**config.mk**
```make
export PLATFORM = sky130hd
export DESIGN_NAME = cfd_trigger
export DESIGN_NICKNAME = d
export VERILOG_FILES = /design/src/rtl/cfd_trigger.sv
export SDC_FILE = /design/constraint.sdc
export NUM_CORES = 2
export LEC_CHECK = 0
export ABC_AREA = 0
export BUFFER_PORTS_ARGS = -buffer_cell sky130_fd_sc_hd__buf_2
export CORE_MARGIN = 2
export CORE_UTILIZATION = 38
export DETAILED_ROUTE_END_ITERATION = 12
export GPL_ROUTABILITY_DRIVEN = 1
export PLACE_DENSITY = 0.58
export SKIP_CTS_REPAIR_TIMING = 1
export SLEW_MARGIN = 20
export SYNTH_ARGS = -nofsm -noshare
export SYNTH_HDL_FRONTEND = slang
export SYNTH_SLANG_ARGS = --single-unit
```
**constraint.sdc**
```tcl
create_clock -name clk -period 34.7 [get_ports clk]
set_input_delay 3.47 -clock clk [delete_from_list [all_inputs] [get_ports clk]]
set_output_delay 3.47 -clock clk [all_outputs]
set_load 0.1 [all_outputs]
```
**src/rtl/cfd_trigger.sv**
```systemverilog
module cfd_trigger #(
  parameter int DW      = 16,
  parameter int DLY_MAX = 16,
  parameter int SLOG    = 4,
  parameter int CW      = 8
) (
  input  logic                       clk,
  input  logic                       rst_n,
  input  logic signed [DW-1:0]       smp_in,
  input  logic                       invert_in,
  input  logic [2:0]                 avg_log,
  input  logic                       avg_to_trig,
  input  logic                       cfd_sel,
  input  logic [1:0]                 frac_code,
  input  logic [$clog2(DLY_MAX)-1:0] cfd_dly,
  input  logic [DW-1:0]              thresh,
  input  logic [CW-1:0]              guard_len,
  input  logic                       hyst_on,
  input  logic [CW-1:0]              pulse_len,
  output logic                       trig,
  output logic                       armed,
  output logic                       over_thr
);
  localparam int PW   = DW + 1;
  localparam int XW   = DW + 2;
  localparam int SW   = PW + SLOG;
  localparam int NTAP = 1 << SLOG;

  logic signed [PW-1:0] ext, pol, tsig, smooth, delayed, fr;
  logic signed [PW-1:0] hist [NTAP];
  logic signed [PW-1:0] dl [DLY_MAX];
  logic signed [SW-1:0] acc;
  logic signed [XW-1:0] bip, disc, prev_disc, thr_x, half_x;
  logic [2:0]           nlog;
  logic [CW-1:0]        guard_cnt, mono_cnt;
  logic                 hyst_blk, lin_r, above, prev_above, blocked, fire, arm_set;

  assign ext  = {smp_in[DW-1], smp_in};
  assign pol  = invert_in ? -ext : ext;
  assign nlog = (avg_log > 3'(SLOG)) ? 3'(SLOG) : avg_log;

  always_comb begin
    acc = '0;
    for (int i = 0; i < NTAP; i++)
      if (i < (1 << nlog))
        acc = acc + {{SLOG{hist[i][PW-1]}}, hist[i]};
  end

  assign smooth  = PW'(acc >>> nlog);
  assign tsig    = avg_to_trig ? smooth : hist[0];
  assign delayed = (cfd_dly == '0) ? tsig : dl[cfd_dly - 1'b1];

  always_comb begin
    case (frac_code)
      2'd0:    fr = tsig >>> 2;
      2'd1:    fr = tsig >>> 1;
      2'd2:    fr = (tsig >>> 1) + (tsig >>> 2);
      default: fr = tsig;
    endcase
  end

  assign bip    = {delayed[PW-1], delayed} - {fr[PW-1], fr};
  assign disc   = cfd_sel ? bip : {tsig[PW-1], tsig};
  assign thr_x  = {2'b00, thresh};
  assign half_x = thr_x >>> 1;

  assign above      = disc > thr_x;
  assign prev_above = prev_disc > thr_x;
  assign blocked    = (guard_cnt != '0) || hyst_blk;
  assign arm_set    = cfd_sel && !blocked && above;
  assign fire       = !blocked && (cfd_sel ? (armed && prev_disc > 0 && disc <= 0)
                                           : (above && !prev_above));

  always_ff @(posedge clk) begin
    if (!rst_n) begin
      for (int i = 0; i < NTAP; i++) hist[i] <= '0;
      for (int i = 0; i < DLY_MAX; i++) dl[i] <= '0;
    end else begin
      hist[0] <= pol;
      for (int i = 1; i < NTAP; i++) hist[i] <= hist[i-1];
      dl[0] <= tsig;
      for (int i = 1; i < DLY_MAX; i++) dl[i] <= dl[i-1];
    end
  end

  always_ff @(posedge clk) begin
    if (!rst_n) begin
      trig      <= 1'b0;
      armed     <= 1'b0;
      prev_disc <= '0;
      guard_cnt <= '0;
      hyst_blk  <= 1'b0;
      lin_r     <= 1'b0;
      mono_cnt  <= '0;
    end else begin
      trig      <= fire;
      prev_disc <= disc;
      lin_r     <= above;
      if (!cfd_sel || fire) armed <= 1'b0;
      else if (arm_set)     armed <= 1'b1;
      if (fire)                  guard_cnt <= guard_len;
      else if (guard_cnt != '0)  guard_cnt <= guard_cnt - 1'b1;
      if (fire && hyst_on)   hyst_blk <= 1'b1;
      else if (disc <= half_x) hyst_blk <= 1'b0;
      if (mono_cnt != '0)              mono_cnt <= mono_cnt - 1'b1;
      else if (above && !prev_above)   mono_cnt <= pulse_len;
    end
  end

  assign over_thr = (pulse_len == '0) ? lin_r : (mono_cnt != '0);

  AST_ONE_PULSE:      assert property (@(posedge clk) disable iff (!rst_n) trig |=> !trig);
  AST_LE_NO_ARM:      assert property (@(posedge clk) disable iff (!rst_n) !cfd_sel |=> !armed);
  AST_FIRE_WHEN_ARMED: assert property (@(posedge clk) disable iff (!rst_n) (trig && $past(cfd_sel)) |-> $past(armed));
  AST_GUARD_BLOCK:    assert property (@(posedge clk) disable iff (!rst_n) (guard_cnt != '0) |=> !trig);
  AST_HYST_BLOCK:     assert property (@(posedge clk) disable iff (!rst_n) hyst_blk |=> !trig);
endmodule

```
==> flow_summary.toml <==
[synth]
synth_top_family_by_area = "compound AO/OA/AOI/OAI gates"
synth_top_area_cell = "dfxtp_1"
async_reset_ff_frac = 0
synth_top_area_share = 0.310
ys_top_cells_by_area = "dfxtp_1 31%, ha_1 13%, and2_1 8.8%, xnor2_1 4.4%, a21oi_1 4.4%"
synth-simple-area-share = 0.186
synth_edf_count = 0
synthFlopType = "dfxtp_1"
avgSynthCellArea_um2 = 8.75
synth_compound_area_frac = 0.202
netlist_instances = 4297
synthAdderAreaFrac = 0.136
synth-xor-area-share = 0.0712
ys_seq_elements = 582
yosysMostFrequentCell = "dfxtp_1"
yosysSeqAreaShare = 0.310
ys_types = 94
synthTopCellsByCount = "582 x dfxtp_1, 529 x and2_1, 383 x ha_1"
netlist_area_um2 = 37600
yosys_warnings = 0
synth_mux_area_frac = 0.0577

[min_path]
hp-class = "reg2reg"
whs_path_depth = 1

[worst_setup_path]
worstRegToRegCells = 123
start_kind = "primary input"
critPathSlowestCell = "mux4_2"
arrival_ns = 29.13
critical_path_class = "in2reg"
crit_fanout = 62
crit_top_cell = "ha_1"
worstPathRequired_ns = 35.17
cp-end-kind = "flop"
max_stage_delay_ns = 0.47

[clocking]
clockRootBuffer = "clkbuf_16"
insertion_delay_ns = 0.63
cts_buffers = 69
cts-htree-levels = 3
clk_pin_slew_ns = 0.06
cts_sinks = 582
cts_tree = "done"
clockBufferDepth = 3

[global_route]
use_met2 = 0.303
gr-usage-met1 = 0.263
grt_pass1_wl_mm = 157
track_usage = 0.190
antenna_found_initial = 3
grt_overflow = 0
grt_max_degree = 240
grt_use_met3 = 0.0252
grt.busiest_layer = "met2"
grt_pass1_vias = 29900

[placed_design]
port_buffers = 65
placed_cell_area_um2 = 39300
preCtsSetupSlack_ns = 5.77
gp_congestion = 0.875
place_inst = 5526
place_hpwl_mm = 70.1

[sta]
finalWorstSetupSlack_ns = 6.04
final_max_slew_viol_count = 0
final_hold_viol_count = 0
tightest_slew_ns = 1.04
period_share = 0.826
fin_hold_ws_ns = 0.441
fin_skew_ns = 0.0235
slew_headroom = 0.307
max_freq_mhz = 34.9
post-route-min-period_ns = 28.66
fin_tns_setup_ns = 0
finalSetupViolCount = 0
rsz0062_at_grt = "false"

[detailed_routing]
wl_per_cell_um = 17.0
routed_wl_mm = 96.2
via_count = 29600
vias_per_cell = 5.23
ant_nets = 0
drt_iter0_markers = 1698
drc_errors = 0
drtPass1Iterations = 5

[floorplanning]
die_area_um2 = 101000
core_area_um2 = 98300
rows = 115
initial_core_util = 0.383
fp.dieH_um = 319
dieWidth_um = 319
ios = 66

[pwr]
total_power_mw = 2.06
p_per_area_nw_per_um2 = 49.6
p_leak_nw = 19.4
ir_worst_vdd_mv = 0.0437

[finish]
final_nets = 4773
final_core_util = 0.423
area_growth_pct = 10.6
drive_above_1_share = 0.0823
final_area_um2 = 41600
fin_cells = 5652

[flow_run]
maxCapViolations = 0

[run_status]
outcome = "finished, final reports clean"
flip-flops by register name (all words and copies together), names as in the netlist:
signal     count
lin_r          1
armed          1
hyst_blk       1
mono_cnt       8
prev_disc     18
dl           272
hist         272
guard_cnt      8
trig           1
routing by layer:
layer	part of all wire	up-vias
met5	0.00016	-
met4	0.031	4
met3	0.041	160
met2	0.44	526
met1	0.49	13700
li1	-	15100
cell type report:
class | instances | area, µm²
Inverter | 195 | 734
Timing Repair Buffer | 98 | 608
Sequential cell | 582 | 11700
Clock buffer | 95 | 1960
Tap cell | 1287 | 1610
Antenna cell | 2 | 5.00
Fill cell | 9703 | 56700
Clock inverter | 29 | 343
Multi-Input combinational cell | 3364 | 24700
worst max-delay path: cells and delay by family:
kind            cells  cell delay [ns]
compound gates     59            10.38
xor+xnor           10             2.17
fa+ha+maj          19             6.35
buf+inv             6             1.22
mux                 3             1.02
simple gates       31             4.40
layout by cell type, fill, tap and decap left out, types with 15 or more instances in the layout:
cell,netlist,final
dfxtp_1,582,582
a21o_1,219,219
o21ai_1,19,19
xor2_1,106,105
clkbuf_16,0,71
mux4_2,71,71
buf_4,1,32
nand3_1,32,32
o21bai_1,64,64
o211ai_1,38,38
mux2i_1,30,30
nor2b_1,52,52
mux2_2,24,24
and2_1,529,529
xnor2_1,190,189
nand4_1,29,29
o21ai_0,262,262
a31o_2,16,16
nand2b_1,56,56
or3_1,16,16
nor2_1,253,252
ha_1,383,382
a211oi_1,26,26
a21oi_1,332,331
nand2_1,273,273
inv_1,190,190
nor4_1,17,17
fa_1,17,17
buf_2,4,62
o21a_1,48,48
a31oi_1,38,37
nor3_1,34,34
clkbuf_1,137,15
power breakdown:
group / total (mW) / internal (mW) / switching, mW
clock network: 0.743 / 0.442 / 0.301
logic: 0.615 / 0.252 / 0.362
registers: 0.706 / 0.689 / 0.0166
total: 2.06 / 1.38 / 0.680
kinds of logic after synthesis:
group / after synthesis
AND/OR/NAND/NOR: 1337
AO/OA/AOI/OAI: 1198
flip-flops: 582
adder cells (fa/ha/maj): 400
buffers and inverters: 354
XOR/XNOR: 300
multiplexers: 125
other: 1
final timing paths:
kind / end / slack, ns / startpoint
setup / recovery: mono_cnt[0] / 6.04 / avg_log[2]
hold / removal: dl[11][8] / 0.44 / dl[10][8]
setup reg to reg: mono_cnt[0] / 8.98 / hist[0][4]
hold reg to reg: dl[11][8] / 0.44 / dl[10][8]
Power figures use the tool's default switching activity.
